--- src/rtl/acq_timer_pkg.sv ---
package acq_timer_pkg;
  typedef enum logic [2:0] {
    PH_IDLE = 3'd0,
    PH_LAZ  = 3'd1,
    PH_SAZ  = 3'd2,
    PH_WAIT = 3'd3,
    PH_ACQ  = 3'd4,
    PH_CONV = 3'd5
  } phase_e;
endpackage

--- src/rtl/acq_sync_edge.sv ---
module acq_sync_edge #(
  parameter int STAGES = 2
) (
  input  logic clk,
  input  logic rst_n,
  input  logic async_i,
  output logic rise_o
);
  // chain[STAGES-1] is the synchronised level, chain[STAGES] its delayed copy
  logic [STAGES:0] chain_q;

  always_ff @(posedge clk) begin
    if (!rst_n) chain_q <= '0;
    else        chain_q <= {chain_q[STAGES-1:0], async_i};
  end

  assign rise_o = chain_q[STAGES-1] & ~chain_q[STAGES];
endmodule

--- src/rtl/acq_len_calc.sv ---
module acq_len_calc #(
  parameter int CODE_W      = 4,
  parameter int CNT_W       = 6,
  parameter int ACQ_BASE_HI = 9,
  parameter int ACQ_BASE_LO = 2,
  parameter int CONV_HI     = 13,
  parameter int CONV_LO     = 9
) (
  input  logic [CODE_W-1:0] code_i,
  input  logic              res8_i,
  output logic [CNT_W-1:0]  acq_len_o,
  output logic [CNT_W-1:0]  conv_len_o
);
  logic [CNT_W-1:0] base;
  logic [CNT_W-1:0] twice;

  always_comb begin
    base       = res8_i ? CNT_W'(ACQ_BASE_LO) : CNT_W'(ACQ_BASE_HI);
    twice      = CNT_W'(code_i) << 1;
    acq_len_o  = base + twice;
    conv_len_o = res8_i ? CNT_W'(CONV_LO) : CNT_W'(CONV_HI);
  end
endmodule

--- src/rtl/acq_phase_seq.sv ---
module acq_phase_seq
  import acq_timer_pkg::*;
#(
  parameter int CNT_W    = 6,
  parameter int AZ_SHORT = 2,
  parameter int AZ_LONG  = 8
) (
  input  logic             clk,
  input  logic             rst_n,
  input  logic             start_i,
  input  logic             long_az_i,
  input  logic             az_each_i,
  input  logic             ext_sync_i,
  input  logic             sync_rise_i,
  input  logic [CNT_W-1:0] acq_len_i,
  input  logic [CNT_W-1:0] conv_len_i,
  output phase_e           phase_o,
  output logic             ext_q_o,
  output logic             done_o
);
  localparam logic [CNT_W-1:0] ONE      = CNT_W'(1);
  localparam logic [CNT_W-1:0] SAZ_LAST = CNT_W'(AZ_SHORT - 1);
  localparam logic [CNT_W-1:0] LAZ_LAST = CNT_W'(AZ_LONG - 1);

  phase_e           state_q;
  logic [CNT_W-1:0] cnt_q;
  logic [CNT_W-1:0] acq_len_q;
  logic [CNT_W-1:0] conv_len_q;
  logic             ext_q;
  logic             cnt_end;

  assign cnt_end = (cnt_q == '0);

  always_ff @(posedge clk) begin
    if (!rst_n) begin
      state_q    <= PH_IDLE;
      cnt_q      <= '0;
      acq_len_q  <= '0;
      conv_len_q <= '0;
      ext_q      <= 1'b0;
      done_o     <= 1'b0;
    end else begin
      done_o <= 1'b0;
      unique case (state_q)
        PH_IDLE: begin
          if (start_i) begin
            acq_len_q  <= acq_len_i;
            conv_len_q <= conv_len_i;
            ext_q      <= ext_sync_i;
            if (az_each_i) begin
              state_q <= PH_SAZ;
              cnt_q   <= SAZ_LAST;
            end else if (ext_sync_i) begin
              state_q <= PH_WAIT;
            end else begin
              state_q <= PH_ACQ;
              cnt_q   <= acq_len_i - ONE;
            end
          end else if (long_az_i) begin
            state_q <= PH_LAZ;
            cnt_q   <= LAZ_LAST;
          end
        end
        PH_LAZ: begin
          if (cnt_end) state_q <= PH_IDLE;
          else         cnt_q   <= cnt_q - ONE;
        end
        PH_SAZ: begin
          if (cnt_end) begin
            if (ext_q) begin
              state_q <= PH_WAIT;
            end else begin
              state_q <= PH_ACQ;
              cnt_q   <= acq_len_q - ONE;
            end
          end else begin
            cnt_q <= cnt_q - ONE;
          end
        end
        PH_WAIT: begin
          if (sync_rise_i) begin
            state_q <= PH_ACQ;
            cnt_q   <= acq_len_q - ONE;
          end
        end
        PH_ACQ: begin
          if (cnt_end) begin
            state_q <= PH_CONV;
            cnt_q   <= conv_len_q - ONE;
          end else begin
            cnt_q <= cnt_q - ONE;
          end
        end
        PH_CONV: begin
          if (cnt_end) begin
            state_q <= PH_IDLE;
            done_o  <= 1'b1;
          end else begin
            cnt_q <= cnt_q - ONE;
          end
        end
        default: state_q <= PH_IDLE;
      endcase
    end
  end

  assign phase_o = state_q;
  assign ext_q_o = ext_q;
endmodule

--- src/rtl/acq_conv_timer.sv ---
module acq_conv_timer
  import acq_timer_pkg::*;
#(
  parameter int CODE_W      = 4,
  parameter int ACQ_BASE_HI = 9,
  parameter int ACQ_BASE_LO = 2,
  parameter int CONV_HI     = 13,
  parameter int CONV_LO     = 9,
  parameter int AZ_SHORT    = 2,
  parameter int AZ_LONG     = 8,
  parameter int SYNC_STAGES = 2
) (
  input  logic              clk,
  input  logic              rst_n,
  input  logic              start_i,
  input  logic              long_az_i,
  input  logic [CODE_W-1:0] acq_code_i,
  input  logic              res8_i,
  input  logic              az_each_i,
  input  logic              ext_sync_i,
  input  logic              sync_in_i,
  output logic              az_o,
  output logic              sh_o,
  output logic              conv_o,
  output logic              sync_o,
  output logic              sync_oe_o,
  output logic              busy_o,
  output logic              done_o
);
  localparam int MAX_LEN = ACQ_BASE_HI + 2 * ((1 << CODE_W) - 1);
  localparam int CNT_W   = $clog2(MAX_LEN + 1);

  logic [CNT_W-1:0] acq_len;
  logic [CNT_W-1:0] conv_len;
  logic             sync_rise;
  logic             ext_q;
  phase_e           phase;

  acq_len_calc #(
    .CODE_W(CODE_W), .CNT_W(CNT_W),
    .ACQ_BASE_HI(ACQ_BASE_HI), .ACQ_BASE_LO(ACQ_BASE_LO),
    .CONV_HI(CONV_HI), .CONV_LO(CONV_LO)
  ) u_len (
    .code_i(acq_code_i), .res8_i(res8_i),
    .acq_len_o(acq_len), .conv_len_o(conv_len)
  );

  acq_sync_edge #(.STAGES(SYNC_STAGES)) u_sync (
    .clk(clk), .rst_n(rst_n), .async_i(sync_in_i), .rise_o(sync_rise)
  );

  acq_phase_seq #(
    .CNT_W(CNT_W), .AZ_SHORT(AZ_SHORT), .AZ_LONG(AZ_LONG)
  ) u_seq (
    .clk(clk), .rst_n(rst_n), .start_i(start_i), .long_az_i(long_az_i),
    .az_each_i(az_each_i), .ext_sync_i(ext_sync_i), .sync_rise_i(sync_rise),
    .acq_len_i(acq_len), .conv_len_i(conv_len),
    .phase_o(phase), .ext_q_o(ext_q), .done_o(done_o)
  );

  assign az_o      = (phase == PH_LAZ) || (phase == PH_SAZ);
  assign sh_o      = (phase == PH_ACQ);
  assign conv_o    = (phase == PH_CONV);
  assign busy_o    = (phase != PH_IDLE);
  assign sync_oe_o = ~ext_q;
  assign sync_o    = conv_o & ~ext_q;
endmodule

--- config.mk ---
export PLATFORM = sky130hd
export DESIGN_NAME = acq_conv_timer
export DESIGN_NICKNAME = d
export VERILOG_FILES = /design/src/rtl/acq_timer_pkg.sv /design/src/rtl/acq_sync_edge.sv /design/src/rtl/acq_len_calc.sv /design/src/rtl/acq_phase_seq.sv /design/src/rtl/acq_conv_timer.sv
export SDC_FILE = /design/constraint.sdc
export NUM_CORES = 1
export LEC_CHECK = 0
export BUFFER_PORTS_ARGS = -buffer_cell sky130_fd_sc_hd__buf_2
export CAP_MARGIN = 20
export CORE_AREA = 10 10 80 82
export CTS_CLUSTER_SIZE = 40
export DETAILED_ROUTE_END_ITERATION = 6
export DIE_AREA = 0 0 90 92
export SLEW_MARGIN = 20
export SYNTH_ARGS = -nofsm -noshare
export SYNTH_HDL_FRONTEND = slang
export SYNTH_HIERARCHICAL = 1
export SYNTH_SLANG_ARGS = --single-unit
--- constraint.sdc ---
create_clock -name clk -period 1.9 [get_ports clk]
set_input_delay 0.095 -clock clk [delete_from_list [all_inputs] [get_ports clk]]
set_output_delay 0.095 -clock clk [all_outputs]
set_load 0.02 [all_outputs]
### After elaboration in Yosys (flattened, before gate mapping)

Cells that the tools add are included.

| cells by class | value |
|---|---|
| add/subtract/negate cells | 5 |
| bitwise operators | 4 |
| mux-type cells | 23 |
| equal/unequal tests | 13 |
| reduce and logical (&&, ||, !) cells | 10 |

Operators with widths:

| operator | count |
|---|---|
| 2-to-1 mux 6 bit | 9 |
| 2-to-1 mux 3 bit | 10 |
| case mux 6 bit (5 select lines) | 1 |
| subtractor 6 x 1 -> 6 bit, second input constant | 4 |
| case mux 3 bit (5 select lines) | 1 |
| adder 6 x 5 -> 6 bit | 1 |
| == test 3 x 2 -> 1 bit, second input constant | 2 |
| == test 3 bit, second input constant | 2 |
| zero test 6 bit | 1 |
| inequality test 2 x 1 -> 1 bit, second input constant | 3 |
| inequality test 3 bit, second input constant | 2 |
| AND reduction 6 bit | 1 |
| AND reduction 5 bit | 1 |
| nonzero test 5 bit | 1 |
| 2-to-1 mux 4 bit | 1 |
| inequality test 2 bit, second input constant | 2 |
| inequality test 4 bit, second input constant | 1 |
| AND reduction 2 bit | 2 |
| == test 3 x 1 -> 1 bit, second input constant | 1 |
| zero test 3 bit | 1 |
| nonzero test 3 bit | 1 |
| bitwise AND 1 bit | 2 |
| inverter 1 bit | 2 |
| OR reduction 2 bit | 1 |
| other kinds (2) | 2 |

| storage, ports and cells | value |
|---|---|
| output and inout port bits | 7 |
| bits of input ports | 12 |
| logic and storage cells | 62 |
| bits in registers | 26 |

### Logic depth before layout (Yosys ltp)

| logic depth | value |
|---|---|
| word-level depth | 7 |
| depth in mapped cells | 9 |
| gate-level depth less buffers | 9 |

### Modules after synthesis

The synthesis kept the hierarchy.

By module, submodules not included:

| module | seq. area each (um^2) | area an instance (um^2) | cells an instance | times used |
|---|---|---|---|---|
| acq_phase_seq | 460.4 | 1,632.8 | 211 | 1 |
| acq_len_calc | 0.0 | 128.9 | 17 | 1 |
| acq_sync_edge | 60.1 | 92.6 | 7 | 1 |
| acq_conv_timer | 0.0 | 45.0 | 7 | 1 |

### Worst setup path after synthesis

No wires, ideal clock.

| timing | value |
|---|---|
| path type | register to register |
| start | reg u_seq.cnt_q[0] |
| end | reg u_seq.cnt_q[5] |
| data required time | 1,809 ps |
| path buffers | 1 |
| data arrival time | 1,719 ps |
| cell stages (with the launch flop) | 10 |
| clock period less this slack | 1,809 ps |
| setup slack | 91 ps |
| library setup time | 91 ps |
| path through | dfxtp_1 -> inv_1 -> ha_1 -> nor2b_1 -> and2_1 -> buf_2 -> o21ai_1 -> o22ai_1 -> or3_1 -> a311oi_1 |

| on the way | value |
|---|---|
| cells in the longest elaborated chain, start to end | 3 |
| elaborated cells between the ends (all ways) | 9 |
| classes of those cells | 1 x add/sub; 2 x eq/ne; 4 x mux; 2 x reduce/logical |

Ends and longest elaborated chain:

| item | line | RTL |
|---|---|---|
| from (decl) | acq_phase_seq.sv:26 | `logic [CNT_W-1:0] cnt_q;` |
| from (signal assigned) | acq_phase_seq.sv:57 | `cnt_q <= acq_len_i - ONE;` |
| from (signal assigned) | acq_phase_seq.sv:66 | `else cnt_q <= cnt_q - ONE;` |
| from (signal assigned) | acq_phase_seq.sv:74 | `cnt_q <= acq_len_q - ONE;` |
| subtractor 6 x 1 -> 6 bit / zero test 6 bit (equally long branches) | - |  |
| 2-to-1 mux 6 bit, or another cell as far along | acq_phase_seq.sv:65, acq_phase_seq.sv:95 |  |
| case mux 6 bit (5 select lines) / AND reduction 6 bit (equally long branches) | - |  |

Several ways; a longest one is shown, not always the timed one. The select of a mux whose other input is x is not followed.
A chain may end at the register's enable or synchronous reset.

### Worst setup path after layout

| timing | value |
|---|---|
| start | reg u_seq.acq_len_q[0] |
| end | reg u_seq.cnt_q[5] |

| on the way | value |
|---|---|
| cells in the longest elaborated chain, start to end | 4 |
| elaborated cells between the ends (all ways) | 5 |
| classes of those cells | 1 x add/sub; 4 x mux |

Ends and longest elaborated chain:

| item | line | RTL |
|---|---|---|
| from (decl) | acq_phase_seq.sv:27 | `logic [CNT_W-1:0] acq_len_q;` |
| from (signal assigned) | acq_phase_seq.sv:47 | `acq_len_q <= acq_len_i;` |
| subtractor 6 x 1 -> 6 bit (*) | acq_phase_seq.sv:74, acq_phase_seq.sv:83 |  |
| 2-to-1 mux 6 bit | acq_phase_seq.sv:70 | `if (ext_q) begin` |
| 2-to-1 mux 6 bit | acq_phase_seq.sv:69 | `if (cnt_end) begin` |
| case mux 6 bit (5 select lines) (*) | acq_phase_seq.sv:44 | `unique case (state_q)` |
| to (signal assigned) | acq_phase_seq.sv:74 |  |
| to (signal assigned) | acq_phase_seq.sv:77 | `cnt_q <= cnt_q - ONE;` |
| to (signal assigned) | acq_phase_seq.sv:83 | `cnt_q <= acq_len_q - ONE;` |

Every way passes the cells marked *; elsewhere a longest branch is shown, timed or not. The select of a mux whose other input is x is not followed.

==> flow_metrics.py <==
metrics = {
    "die": {
        "rows": 26,
        "die_y_um": 92,
        "fp.dieW_um": 90,
        "fp.dieArea_sq_um": 8280,
        "core-area_sq_um": 4910,
        "io_pins": 19,
        "initial_core_util": 0.387,
    },
    "timing": {
        "fin_crit_sh": 0.970,
        "hold_viol": 0,
        "worst_clock_skew_ps": 1.37,
        "setup-tns-final_ps": 0,
        "rsz0062_at_grt": "yes",
        "fmax_ghz": 0.543,
        "finalSetupViolCount": 0,
        "worst_slew_pin_slew_ps": 695,
        "slew_viol_final": 0,
        "post-route-min-period_ps": 1840,
        "slew-limit-headroom": 0.536,
    },
    "worst_setup_path": {
        "crit_path_cell_trace": "or3_4 > nor3_4 > xor2_1 > o22ai_1 > or3_4 > a311oi_2",
        "worstSetupStartpointType": "flip-flop",
        "path_class": "flip-flop to flip-flop",
        "crit_buf_inv": 0,
        "ff2ff_setup_slack_ps": 60,
        "crit_fanout": 4,
        "worstSetupPathDepth": 6,
        "rr_worst_depth": 6,
        "crit_slowest_cell": "or3_4",
        "arrival_ps": 2030,
        "worstSetupEndpointType": "flip-flop",
        "required_ps": 2080,
        "critPathMaxStageDelay_ps": 410,
        "critPathTopFamily": "simple AND/OR/NAND/NOR gates",
        "cp_common_cell": "or3_4",
    },
    "global_route": {
        "grt_first_pass_wirelength_um": 7950,
        "grt_pass1_vias": 1700,
        "overflow": 0,
        "antenna_found_initial": 0,
        "grt_max_degree": 21,
        "grt_use_total": 0.113,
    },
    "synthesis": {
        "synth_area_sq_um": 1900,
        "avgSynthCellArea_sq_um": 7.85,
        "async_reset_ff_frac": 0,
        "syn_inst": 242,
        "synth_seq_area_share": 0.274,
        "synth_seq_cells": 26,
        "yosysUniqueCellTypes": 50,
        "synth_edf_count": 0,
        "synthFlopType": "dfxtp_1",
        "yosysWarnings": 6,
    },
    "clock_tree": {
        "cts_tree": "yes",
        "path_clk_slew_ps": 90,
        "clock_path_buffers": 2,
        "cts-root-buf": "clkbuf_8",
        "clk_latency_ps": 270,
        "cts_buffers": 3,
        "cts_max_level": 1,
        "post_cts_buffers": 0,
        "clock-sinks": 26,
    },
    "power_and_ir_drop": {
        "leakagePower_nw": 0.918,
        "p_total_mw": 3.53,
        "ir_drop_v": 0.000635,
        "power_density_nw_per_um2": 1550,
    },
    "detailed_routing": {
        "dr_total_vias": 1691,
        "antenna_left": 0,
        "routed_wl_um": 4540,
        "drt-wirelength-per-cell_um": 13.2,
        "drc": 0,
        "first_pass_iters": 4,
        "drt_iter0_drc": 147,
        "avgViaCountPerCell": 4.92,
    },
    "placed_design": {
        "portBuffers": 18,
        "place_area_sq_um": 2170,
        "hpwl_um": 3600,
        "gp_congestion": 0.854,
    },
    "worst_hold_path": {
        "min-delay-path-class": "primary input to flip-flop",
        "min_path_cells": 2,
    },
    "outcome": {
        "status": "complete, no violations",
    },
    "cells_and_area": {
        "synthToLayoutAreaGrowth_pct": 19.6,
        "fillCellCount": 505,
        "seq_area_sq_um": 523,
        "multi_input_area_sq_um": 1290,
        "final_area_sq_um": 2270,
        "drive_gt1_frac": 0.263,
        "final_nets": 294,
        "antenna_cells": 0,
    },
    "job": {
        "drv_cap": 0,
    },
}
[worst paths after layout]
check,startpoint,to
setup / recovery,u_seq/acq_len_q[0]$_SDFFE_PN0P_,u_seq/cnt_q[5]$_SDFFE_PN0P_
hold / removal,sync_in_i,u_sync/chain_q[0]$_SDFF_PN0_
setup reg to reg,u_seq/acq_len_q[0]$_SDFFE_PN0P_,u_seq/cnt_q[5]$_SDFFE_PN0P_
hold reg to reg,u_sync/chain_q[0]$_SDFF_PN0_,u_sync/chain_q[1]$_SDFF_PN0_
[metal layers]
| layer | share of wire | vias up | track usage |
|---|---|---|---|
| met5 | 0 | - | 0 |
| met4 | 0.019 | 0 | 0.0424 |
| met3 | 0.040 | 8 | 0.0277 |
| met2 | 0.46 | 37 | 0.183 |
| met1 | 0.48 | 756 | 0.142 |
| li1 | - | 890 | - |
[flip-flops by register name (all words and copies together), names as in the netlist]
register	cells
u_seq/acq_len_q	6
u_seq/done_o	1
u_sync/chain_q	3
u_seq/phase_o	3
u_seq/ext_q_o	1
u_seq/conv_len_q	6
u_seq/cnt_q	6
[cell usage after synthesis, types with 2 or more instances]
cell type   n  share of area
nor3b_1     4          0.016
conb_1      2         0.0040
xor2_1      9          0.042
nor2_1     14          0.028
a311oi_1    3          0.014
nand2_1    37          0.073
clkbuf_1    7          0.014
nand2b_1    6          0.020
nand3_1     6          0.016
buf_4       7          0.028
dfxtp_1    26           0.27
o221a_2     2          0.012
o21ai_1     2         0.0053
a21oi_1    23          0.061
nor3_1      2         0.0053
o32ai_2     2          0.017
nor3_2      2          0.011
and2_1      7          0.023
mux2i_1     2          0.011
xnor2_1     8          0.037
o21ai_0    13          0.034
inv_1      11          0.022
buf_2       3         0.0079
ha_1        7          0.046
a31oi_1     2         0.0066
o22ai_1     3         0.0099
or3_1       4          0.013
nor2b_1     5          0.016
o31ai_1     2         0.0079
[cell type report]
| type | count | area share |
|---|---|---|
| clock buffer | 4 | 0.0242 |
| inverter | 11 | 0.0182 |
| multi-input combinational | 191 | 0.568 |
| sequential | 26 | 0.230 |
| tap | 70 | 0.0385 |
| timing repair buffer | 42 | 0.121 |
[layout by cell type, fill, tap and decap left out, types with 3 or more instances in the layout]
master / n
nand2b_1: 6
nor2_1: 13
ha_1: 7
dfxtp_1: 24
or3_1: 3
inv_1: 11
a21oi_1: 21
clkbuf_8: 4
nand2_1: 37
xor2_1: 9
and2_1: 7
buf_4: 23
buf_2: 18
nor3b_1: 4
o22ai_1: 3
conb_1: 5
xnor2_1: 8
nand3_1: 6
o21ai_0: 13
nor2b_1: 4
[power by group]
group          total [mW]  internal (mW)  leakage [nW]  switching, mW
clock               0.364          0.185        0.0288          0.179
sequential          0.784          0.678         0.214          0.107
combinational        2.38           1.10         0.676           1.28
total                3.53           1.97         0.918           1.57
[stage by stage]
stage                     instances   util  setup slack, ps  hold WS, ps
after floorplan                 245      -             90.6          217
after global placement          340  0.443             83.6          305
after detailed placement        340  0.443             47.3          305
after CTS                       344  0.454             30.1         23.3
after global routing            344  0.463            -29.2         28.7
final                           344  0.463             57.4         29.3
[repair_timing]
| action | CTS | global route |
|---|---|---|
| setup endpoints to repair | 0 | 7 |
| hold buffers | 0 | 0 |
| resized for setup | 0 | 11 |
[cells by family after synthesis]
kind of cell / share of synthesized area
multiplexers: 0.0165
flip-flops: 0.274
AND/OR/NAND/NOR: 0.282
AO/OA/AOI/OAI: 0.213
adder cells (fa/ha/maj): 0.0461
buffers and inverters: 0.0711
other: 0.00395
XOR/XNOR: 0.0929
[worst reg2reg max path, delay by kind of cell (launching register included)]
family                    cells  cell delay [ps]
DFF                           1              350
AOI/OAI and AO/OA             2              310
and+or+nand+nor               3              870
xor gates and xnor gates      1              210
Power figures use the tool's default switching activity.
